$ cat src/rtl/tdc_cap_pkg.sv
package tdc_cap_pkg;

  localparam int PHASES = 8;
  localparam int FINE_W = 3;
  localparam int TIME_W = 16;

  typedef enum logic [1:0] {
    ST_IDLE = 2'd0,
    ST_CAPT = 2'd1,
    ST_READ = 2'd2
  } cap_state_e;

  function automatic logic [31:0] mk_stop(logic full, logic last, logic [4:0] ch,
                                          logic [TIME_W-1:0] t);
    return {8'h00, 1'b0, full, last, ch, t};
  endfunction

  function automatic logic [31:0] mk_start(logic merr, logic [TIME_W-1:0] t);
    return {merr, 3'b001, 12'h000, t};
  endfunction

endpackage

$ cat src/rtl/tdc_edge_det.sv
module tdc_edge_det #(
  parameter int PH = 8,
  parameter int FW = 3
) (
  input  logic          clk_i,
  input  logic          rst_ni,
  input  logic [PH-1:0] samp_i,
  output logic          edge_o,
  output logic [FW-1:0] phase_o
);

  logic          prev_q;
  logic [PH:0]   chain;

  always_ff @(posedge clk_i or negedge rst_ni) begin
    if (!rst_ni) prev_q <= 1'b0;
    else         prev_q <= samp_i[PH-1];
  end

  assign chain = {samp_i, prev_q};

  // lowest falling position wins
  always_comb begin
    edge_o  = 1'b0;
    phase_o = '0;
    for (int i = PH - 1; i >= 0; i--) begin
      if (chain[i] && !chain[i+1]) begin
        edge_o  = 1'b1;
        phase_o = FW'(i);
      end
    end
  end

endmodule

$ cat src/rtl/tdc_hit_buf.sv
module tdc_hit_buf #(
  parameter int DEPTH = 16,
  parameter int DW    = 16,
  localparam int AW   = $clog2(DEPTH),
  localparam int CW   = $clog2(DEPTH + 1)
) (
  input  logic          clk_i,
  input  logic          rst_ni,
  input  logic          clr_i,
  input  logic          wr_i,
  input  logic [DW-1:0] wdat_i,
  input  logic [AW-1:0] ridx_i,
  output logic [DW-1:0] rdat_o,
  output logic [CW-1:0] cnt_o,
  output logic          full_o
);

  logic [DW-1:0] mem_q [DEPTH];
  logic [CW-1:0] cnt_q;
  logic          full_q;
  logic          room;

  assign room = cnt_q < CW'(DEPTH);

  always_ff @(posedge clk_i or negedge rst_ni) begin
    if (!rst_ni) begin
      cnt_q  <= '0;
      full_q <= 1'b0;
    end else if (clr_i) begin
      cnt_q  <= '0;
      full_q <= 1'b0;
    end else if (wr_i) begin
      if (room) cnt_q  <= cnt_q + 1'b1;
      else      full_q <= 1'b1;
    end
  end

  always_ff @(posedge clk_i) begin
    if (wr_i && !clr_i && room) mem_q[cnt_q[AW-1:0]] <= wdat_i;
  end

  assign rdat_o = mem_q[ridx_i];
  assign cnt_o  = cnt_q;
  assign full_o = full_q;

endmodule

$ cat src/rtl/tdc_win_cap.sv
module tdc_win_cap
  import tdc_cap_pkg::*;
#(
  parameter int          NCH     = 4,
  parameter int          DEPTH   = 16,
  parameter int          WIN_W   = 16,
  parameter logic [15:0] WIN_RST = 16'h1F3F,
  parameter int          CNT_W   = 16
) (
  input  logic                       clk_i,
  input  logic                       rst_ni,
  input  logic                       win_we_i,
  input  logic [WIN_W-1:0]           win_i,
  input  logic [PHASES-1:0]          start_i,
  input  logic [NCH-1:0][PHASES-1:0] hit_i,
  input  logic                       rdy_i,
  output logic [31:0]                dat_o,
  output logic                       vld_o,
  output logic [31:0]                len_o,
  output logic                       len_vld_o,
  output logic [NCH-1:0]             full_o,
  output logic                       merr_o,
  output logic [CNT_W-1:0]           trig_cnt_o
);

  localparam int AW    = $clog2(DEPTH);
  localparam int CW    = $clog2(DEPTH + 1);
  localparam int CHW   = $clog2(NCH + 1);
  localparam int CRS_W = TIME_W - FINE_W;

  cap_state_e          state_q;
  logic [WIN_W-1:0]    win_q;
  logic [WIN_W-1:0]    coarse_q;
  logic [FINE_W-1:0]   st_fine_q;
  logic                merr_q;
  logic [CNT_W-1:0]    trig_q;
  logic [CHW-1:0]      rd_ch_q;
  logic [CW-1:0]       rd_idx_q;

  logic                st_edge;
  logic [FINE_W-1:0]   st_phase;
  logic                clr;
  logic [NCH-1:0]      h_edge;
  logic [FINE_W-1:0]   h_phase [NCH];
  logic [TIME_W-1:0]   rdat    [NCH];
  logic [CW-1:0]       cnt     [NCH];
  logic [NCH-1:0]      full;

  logic [CHW-1:0]      cur_ch;
  logic [CW-1:0]       sel_cnt;
  logic [TIME_W-1:0]   sel_dat;
  logic                sel_full;
  logic                stop_ph;
  logic                last;
  logic                win_end;
  logic [31:0]         tot;

  tdc_edge_det #(.PH(PHASES), .FW(FINE_W)) u_st_det (
    .clk_i  (clk_i),
    .rst_ni (rst_ni),
    .samp_i (start_i),
    .edge_o (st_edge),
    .phase_o(st_phase)
  );

  assign clr = st_edge && (state_q != ST_READ);

  for (genvar c = 0; c < NCH; c++) begin : g_ch
    logic wr;
    tdc_edge_det #(.PH(PHASES), .FW(FINE_W)) u_det (
      .clk_i  (clk_i),
      .rst_ni (rst_ni),
      .samp_i (hit_i[c]),
      .edge_o (h_edge[c]),
      .phase_o(h_phase[c])
    );
    assign wr = (state_q == ST_CAPT) && !st_edge && h_edge[c];
    tdc_hit_buf #(.DEPTH(DEPTH), .DW(TIME_W)) u_buf (
      .clk_i  (clk_i),
      .rst_ni (rst_ni),
      .clr_i  (clr),
      .wr_i   (wr),
      .wdat_i ({coarse_q[CRS_W-1:0], h_phase[c]}),
      .ridx_i (rd_idx_q[AW-1:0]),
      .rdat_o (rdat[c]),
      .cnt_o  (cnt[c]),
      .full_o (full[c])
    );
  end

  // first non-empty channel at or above the read base
  always_comb begin
    cur_ch = CHW'(NCH);
    for (int i = NCH - 1; i >= 0; i--) begin
      if (CHW'(i) >= rd_ch_q && cnt[i] != '0) cur_ch = CHW'(i);
    end
  end

  always_comb begin
    sel_cnt  = '0;
    sel_dat  = '0;
    sel_full = 1'b0;
    for (int i = 0; i < NCH; i++) begin
      if (cur_ch == CHW'(i)) begin
        sel_cnt  = cnt[i];
        sel_dat  = rdat[i];
        sel_full = full[i];
      end
    end
  end

  always_comb begin
    tot = '0;
    for (int i = 0; i < NCH; i++) tot = tot + 32'(cnt[i]);
  end

  assign stop_ph = cur_ch != CHW'(NCH);
  assign last    = (rd_idx_q + 1'b1) == sel_cnt;
  assign win_end = ((WIN_W+1)'(coarse_q) + 1'b1) >= (WIN_W+1)'(win_q);

  always_ff @(posedge clk_i or negedge rst_ni) begin
    if (!rst_ni) begin
      state_q   <= ST_IDLE;
      win_q     <= WIN_W'(WIN_RST);
      coarse_q  <= '0;
      st_fine_q <= '0;
      merr_q    <= 1'b0;
      trig_q    <= '0;
      rd_ch_q   <= '0;
      rd_idx_q  <= '0;
    end else begin
      if (win_we_i) win_q <= win_i;
      case (state_q)
        ST_READ: begin
          if (st_edge) merr_q <= 1'b1;
          if (rdy_i) begin
            if (stop_ph) begin
              if (last) begin
                rd_ch_q  <= cur_ch + 1'b1;
                rd_idx_q <= '0;
              end else begin
                rd_idx_q <= rd_idx_q + 1'b1;
              end
            end else begin
              state_q <= ST_IDLE;
            end
          end
        end
        default: begin
          if (st_edge) begin
            state_q   <= ST_CAPT;
            coarse_q  <= '0;
            st_fine_q <= st_phase;
            merr_q    <= 1'b0;
            trig_q    <= trig_q + 1'b1;
          end else if (state_q == ST_CAPT) begin
            if (win_end) begin
              state_q  <= ST_READ;
              rd_ch_q  <= '0;
              rd_idx_q <= '0;
            end else begin
              coarse_q <= coarse_q + 1'b1;
            end
          end
        end
      endcase
    end
  end

  assign dat_o      = stop_ph ? mk_stop(sel_full, last, 5'(cur_ch), sel_dat)
                              : mk_start(merr_q, TIME_W'(st_fine_q));
  assign vld_o      = state_q == ST_READ;
  assign len_vld_o  = state_q == ST_READ;
  assign len_o      = (tot + 32'd1) << 2;
  assign full_o     = full;
  assign merr_o     = merr_q;
  assign trig_cnt_o = trig_q;

endmodule

$ cat config.mk
export PLATFORM = sky130hd
export DESIGN_NAME = tdc_win_cap
export DESIGN_NICKNAME = d
export VERILOG_FILES = /design/src/rtl/tdc_cap_pkg.sv /design/src/rtl/tdc_edge_det.sv /design/src/rtl/tdc_hit_buf.sv /design/src/rtl/tdc_win_cap.sv
export SDC_FILE = /design/constraint.sdc
export NUM_CORES = 1
export LEC_CHECK = 0
export BUFFER_PORTS_ARGS = -buffer_cell sky130_fd_sc_hd__buf_2
export CAP_MARGIN = 10
export CORE_ASPECT_RATIO = 1.5
export CORE_MARGIN = 2
export CORE_UTILIZATION = 40
export CTS_BUF_LIST = sky130_fd_sc_hd__clkbuf_8
export CTS_CLUSTER_DIAMETER = 200
export DETAILED_ROUTE_END_ITERATION = 10
export HOLD_SLACK_MARGIN = 0.02
export PLACE_DENSITY_LB_ADDON = 0.25
export SYNTH_ARGS = -nofsm -noshare
export SYNTH_HDL_FRONTEND = slang
export SYNTH_SLANG_ARGS = --single-unit
$ cat constraint.sdc
create_clock -name clk_i -period 4.7 [get_ports clk_i]
set_input_delay 0.705 -clock clk_i [delete_from_list [all_inputs] [get_ports clk_i]]
set_output_delay 0.705 -clock clk_i [all_outputs]
set_load 0.01 [all_outputs]
-- Word-level counts from Yosys, hierarchy flattened
Memories as Yosys holds them, arrays and structs flattened.
Index checks and enable logic that the tools add are counted.
- bitwise logic cells: 1
- mux-type cells: 155
- eq/ne operators: 18
- add/sub/neg operators: 13
- order comparisons: 9
- reductions and logical operators: 131
- operators by type and width (cell ; number):
    3-bit 2-to-1 mux ; 51
    5-bit 2-to-1 mux ; 23
    16-bit 2-to-1 mux ; 7
    1-bit 2-to-1 mux ; 67
    1-bit logical AND ; 58
    1-bit zero test ; 42
    16-bit by 1-bit adder with 16-bit output, second input constant ; 2
    32-bit 2-to-1 mux ; 1
    5-bit by 1-bit adder with 5-bit output, second input constant ; 5
    2-bit nonzero test ; 11
    5-bit < comparator, second input constant ; 4
    5-bit nonzero test ; 4
    2-bit AND reduction ; 9
    16-bit by 1-bit adder with 17-bit output, second input constant ; 1
    17-bit by 16-bit >= comparator with 1-bit output ; 1
    2-bit 2-to-1 mux ; 6
    2-bit by 1-bit != test with 1-bit output, second input constant ; 6
    2-bit != test, second input constant ; 5
    8-bit by 1-bit adder with 9-bit output, second input constant ; 1
    7-bit by 5-bit adder with 8-bit output ; 1
    6-bit by 5-bit adder with 7-bit output ; 1
    5-bit by 5-bit adder with 6-bit output ; 1
    3-bit by 2-bit == test with 1-bit output, second input constant ; 2
    1-bit by 3-bit >= comparator with 1-bit output, first input constant ; 2
    other kinds (14) ; 16
- logic and storage cells: 352
- output and inout port bits: 87
- flip-flop bits (word level): 91
- input port bits: 60
- memories kept: 4
- bits in writable memories: 1024
- memory list (memory ; words ; bits a word ; rd ports ; clocked after memory_dff ; wr ports ; line ; source):
    g_ch[0].u_buf.mem_q ; 16 ; 16 ; 1 ; 0 ; 1 ; tdc_hit_buf.sv:18 ; logic [DW-1:0] mem_q [DEPTH];
    g_ch[1].u_buf.mem_q ; 16 ; 16 ; 1 ; 0 ; 1 ; tdc_hit_buf.sv:18 ;
    g_ch[2].u_buf.mem_q ; 16 ; 16 ; 1 ; 0 ; 1 ; tdc_hit_buf.sv:18 ;
    g_ch[3].u_buf.mem_q ; 16 ; 16 ; 1 ; 0 ; 1 ; tdc_hit_buf.sv:18 ;

-- Depth between registers and ports, before layout
- word-level depth: 17
- mapped depth: 16
- mapped depth without buffers: 14

-- Modules after synthesis
Synthesis repeated with hierarchy kept, for this count alone.
- cell total of the unflattened synthesis: 2519
- area, all modules: 46246.9 µm²
- by module, submodules not included (module ; instances ; cells each ; area an instance (µm²) ; sequential area each (µm²)):
    tdc_hit_buf (g_ch[2].u_buf ...) ; 2 ; 445 ; 10053.4 ; 7837.5
    tdc_hit_buf (g_ch[0].u_buf) ; 1 ; 448 ; 10049.6 ; 7837.5
    tdc_hit_buf (g_ch[1].u_buf) ; 1 ; 449 ; 10032.1 ; 7837.5
    tdc_win_cap ; 1 ; 602 ; 5094.9 ; 1565.3
    tdc_edge_det ; 5 ; 26 ; 192.7 ; 25.0

-- Least setup slack after synthesis
OpenSTA, ideal clock, no wires.
- path kind: reg-to-reg
- from: register coarse_q[0]
- to: register rd_idx_q[2]
- stages on the path, launching flop included: 15
- library setup time: 126 ps
- arrival: 4366 ps
- buffers on the path: 0
- setup slack: 208 ps
- period minus slack after synthesis: 4492 ps
- cell sequence: dfrtp_1 -> ha_1 -> nand3_1 -> nor3_1 -> nand3_1 -> nor3_1 -> xnor2_1 -> ha_1 -> nand3_1 -> or2_2 -> o31a_1 -> o211ai_1 -> nor2_1 -> o31a_1 -> a221o_1
- cells in the longest elaborated chain, start to end: 4
- ends and longest elaborated chain (item ; line ; source):
    start: declaration ; tdc_win_cap.sv:33 ; logic [WIN_W-1:0] coarse_q;
    start signal: assignment ; tdc_win_cap.sv:162 ; coarse_q <= coarse_q + 1'b1;
    16-bit by 1-bit adder with 17-bit output ; tdc_win_cap.sv:119 ; assign win_end = ((WIN_W+1)'(coarse_q) + 1'b1) >= (WIN_W+1)'(win_q);
    17-bit by 16-bit >= comparator with 1-bit output ; tdc_win_cap.sv:119 ;
    2-bit nonzero test (no line) ; n/a ;
    5-bit AND reduction (no line) ; n/a ;
    end signal: assignment ; tdc_win_cap.sv:142 ; rd_idx_q <= rd_idx_q + 1'b1;
    end: declaration ; tdc_win_cap.sv:38 ; logic [CW-1:0] rd_idx_q;
No other way between the ends.
A chain may end at the register's enable or synchronous reset.

-- Worst setup path after layout
- from: register g_ch[2].u_buf.cnt_q[1]
- to: output port dat_o[21]
- cells in the longest elaborated chain, start to end: 12
- ends and longest elaborated chain (item ; line ; source):
    start: declaration ; tdc_hit_buf.sv:19 ; logic [CW-1:0] cnt_q;
    start signal: assignment ; tdc_hit_buf.sv:33 ; if (room) cnt_q <= cnt_q + 1'b1;
    5-bit nonzero test ; tdc_win_cap.sv:95 ; if (CHW'(i) >= rd_ch_q && cnt[i] != '0) cur_ch = CHW'(i);
    1-bit logical AND ; tdc_win_cap.sv:95 ;
    3-bit 2-to-1 mux (3 in series) ; tdc_win_cap.sv:95 ;
    3-bit zero test ; tdc_win_cap.sv:104 ; if (cur_ch == CHW'(i)) begin
    5-bit 2-to-1 mux (4 in series) ; tdc_win_cap.sv:104 ;
    5-bit == test ; tdc_win_cap.sv:118 ; assign last = (rd_idx_q + 1'b1) == sel_cnt;
    32-bit 2-to-1 mux (*) ; tdc_win_cap.sv:170 ; assign dat_o = stop_ph ? mk_stop(sel_full, last, 5'(cur_ch), sel_dat)
    end: declaration ; tdc_win_cap.sv:17 ; output logic [31:0] dat_o,
Mark *: on every way between the ends. The rest lies on a longest branch, timed or not.

==> run summary <==
final setup margin - -243 ps
CTS tree - done
DR vias - 24100
initial core utilization - 40.2%
peak supply drop - 0.193 mV
Synth Flop Type - edfxtp_1
Yosys warnings - 0
Post-Syn Area - 45800 sq um
Seq/Total Area, Yosys - 72.1%
failing checks - negative setup slack
# DRC - 0
FILL cells - 9561
first-pass GRT wire length - 172 mm
H-tree depth - 4
I/O pin cnt - 147
WL/cell - 27.4 microns
Max-slew headroom - 22.1%
highest-count cells in the layout ignoring fill and taps - edfxtp_1 (1024), mux4_2 (320), clkbuf_8 (173), buf_4 (144), inv_1 (136)
ANT nets after route - 0
Worst Max-Slew Pin Slew - 1170 ps
CORE AREA - 114000 sq um
class of the worst hold path - input port to register
post-synthesis cell type count - 74
synthesized area per cell - 19.2 sq um
CP Max Fanout - 4
row cnt - 152
most common cell after layout, fill and taps aside - edfxtp_1
initial DRC count - 2267
setup slack, reg-to-reg - 490 ps
overall power - 18.8 mW
gr busiest metal - met2
worst-path cell chain - inv_2 -> ha_4 -> or4b_4 -> a211oi_2 -> o22a_2 -> inv_2 -> ha_4 -> nor2b_4 -> a221o_1 -> a41o_1 -> nor4_4 -> nand3_2 -> nor2_1 -> buf_2
fin nets - 2848
CP max stage cell - or4b_4
hpwl dp - 74.1 mm
met3 Track Usage GR - 3.75%
proportion of layout cells with a drive suffix above 1 - 32.6%
post-route clock skew - 28.0 ps
#FFs+latches synth - 1115
max-capacitance violation count - 0
Post-synth EDFFs - 1024
Die Y-Extent - 419 microns
# placed instances - 3989
first drt pass iteration count - 6
initial antenna violation count - 7
chip width - 280 microns
Tcrit/Tclk final - 105%
GR Util met2 - 36.7%
Total GRT Usage - 20.4%
met1 global-route usage - 24.2%
Final setup viols - 3
Max Freq - 202 MHz
RSZ-0062 raised after global routing - yes
run status - finished, violations left
asr flop ratio synth - 8.16%
CP Launch Type - register
Sink Count - 1115
total gr overflow - 0
GPL Wtd Cong - 0.863
largest net degree at the start of global routing - 69
WP data required - 3990 ps
Slew Viols, Final - 0
Via-to-Cell Ratio - 5.58
Clk network pwr share - 39.9%
vias in the first global route - 25500
crit path time final - 4940 ps
Synth Instances - 2382
Int Power - 14.7 mW
final cell count without fillers - 4323
clock tree root buffer cell - clkbuf_8
Net Switching - 4.08 mW
register share of total power - 57.7%
Reg clk slew, reported paths - 60 ps
Area Overhead vs Synth - 15.3%
CP arrival - 4240 ps
routed wire length - 119 mm
Max stage delay on crit path - 510 ps
number of buffers added on ports - 112
CTS Buffer Depth - 3
clk_lat worst skew - 860 ps
Lkg Pwr - 18.2 nW
Critical Path Sink Type - output port
Setup CP Type - register to output port
sw frac - 21.7%
die area - 117000 sq um
Comb pwr share - 2.4%
Final Hold Fails - 0
Num CTS Buffers - 166
WHS - 98.6 ps
register area - 33100 sq um
pwr dens - 356 nW/um^2
area of the multi-input gates - 12200 sq um
-- state kept, by name, summed over array words and instances (netlist names), 2 cells and up --
name and count:
state_q 2, win_q 16, rd_idx_q 5, coarse_q 16
g_ch.u_buf.cnt_o 20, st_fine_q 3, rd_ch_q 3, g_ch.u_buf.full_o 4
g_ch.u_det.prev_q 4, g_ch.u_buf.mem_q 1024, trig_cnt_o 16
-- layer usage --
| layer | share of wire [%] | wire [microns] | up-vias |
|---|---|---|---|
| met4 | 3.5 | 4200 | 4 |
| met2 | 54 | 63500 | 795 |
| met5 | 0.022 | 26 | - |
| met1 | 38 | 44600 | 12900 |
| li1 | - | - | 10200 |
| met3 | 5.3 | 6230 | 205 |
-- Yosys cell counts, types with 5 or more instances --
master / number / area share (%)
a211o_1: 5 / 0.096
buf_2: 27 / 0.29
edfxtp_1: 1024 / 67
or2_2: 14 / 0.19
buf_1: 17 / 0.14
a311oi_1: 5 / 0.096
buf_4: 39 / 0.64
xnor2_1: 23 / 0.44
inv_1: 93 / 0.76
and3_1: 23 / 0.31
fa_1: 10 / 0.44
clkbuf_1: 59 / 0.48
o21a_1: 5 / 0.082
nor4_1: 5 / 0.068
nor3_1: 31 / 0.34
dfrtp_1: 80 / 4.4
mux4_2: 320 / 16
o22ai_1: 20 / 0.27
and2_1: 6 / 0.082
dfstp_2: 11 / 0.63
ha_1: 48 / 1.3
nor2_1: 118 / 0.97
nand3_1: 25 / 0.27
nand2_1: 97 / 0.79
o21ai_1: 8 / 0.087
a21o_1: 7 / 0.11
o21ai_0: 67 / 0.73
xor2_1: 17 / 0.32
nand4_1: 11 / 0.15
nand2b_1: 12 / 0.16
a221o_1: 6 / 0.13
nor2b_1: 24 / 0.33
a21oi_1: 51 / 0.56
-- final cells by class --
type                            instances  area share [%]
Timing Repair Buffer                  291            4.23
Clock buffer                          173            4.51
Inverter                               94           0.675
Antenna cell                            2         0.00947
Multi-Input combinational cell       1062            23.2
Clock inverter                        123            1.38
Sequential cell                      1115            62.6
Tap cell                             1463            3.46
-- repair_timing --
action | 4_1_cts | 5_1_grt
hold buffers | 11 | 0
gates resized for setup | 48 | 27
buffers inserted | 18 | 5
pin swaps | 17 | 8
cloned | 1 | 0
hold endpoints to repair | 52 | 0
endpoints found under the setup margin | 20 | 22
-- path summary, 6_finish.rpt --
check / start / endpoint / cells after the start
min: win_i[6] / win_q[6] / 3
min in group asynchronous: rst_ni / g_ch[3].u_det.prev_q / 2
max reg2reg: coarse_q[1] / rd_idx_q[2] / 14
max: g_ch[2].u_buf.cnt_o[1] / dat_o[21] / 14
max in group asynchronous: rst_ni / g_ch[0].u_buf.cnt_o[1] / 3
min reg2reg: trig_cnt_o[15] / trig_cnt_o[15] / 1
-- power groups by stage --
stage | sequential (mW) | combinational, mW | clock, mW
2_1_floorplan | 11.1 | 0.235 | 0
3_3_place_gp | 11.1 | 0.423 | 0
3_5_place_dp | 11.1 | 0.443 | 0
4_1_cts | 10.9 | 0.453 | 7.71
5_1_grt | 10.9 | 0.490 | 8.09
6_report | 10.9 | 0.451 | 7.50
-- logic make-up (layout without fill, tap and decap cells) --
| family | Yosys count | after routing | share of synthesized area (%) |
|---|---|---|---|
| AOI/OAI and AO/OA | 222 | 222 | 3.14 |
| and+or+nand+nor | 381 | 381 | 4.01 |
| DFF | 1115 | 1115 | 72.1 |
| other | 1 | 36 | 0.00818 |
| xor gates and xnor gates | 40 | 40 | 0.764 |
| adders and majority gates | 58 | 58 | 1.75 |
| buffers and inverters | 238 | 681 | 2.37 |
| muxes | 327 | 327 | 15.9 |
-- critical path, delay by kind of cell (launching register included) --
kind / cells / cell delay [ps]
simple gates: 5 / 1290
compound gates: 4 / 1120
flops: 1 / 390
buf+inv: 3 / 300
fa+ha+maj: 2 / 290
-- per-stage QoR --
| step | setup slack [ps] | area (sq um) | util [%] | setup TNS [ps] |
|---|---|---|---|---|
| 3_5_place_dp | 260 | 49000 | 43.0 | 0 |
| 4_1_cts | -198 | 52700 | 46.2 | -1570 |
| 2_1_floorplan | 208 | 46000 | - | 0 |
| 6_report | -243 | 52800 | 46.3 | -317 |
| 3_3_place_gp | 335 | 49000 | 43.0 | 0 |
| 5_1_grt | -413 | 52800 | 46.3 | -1590 |
No activity file was read; power rests on OpenSTA's default activity.
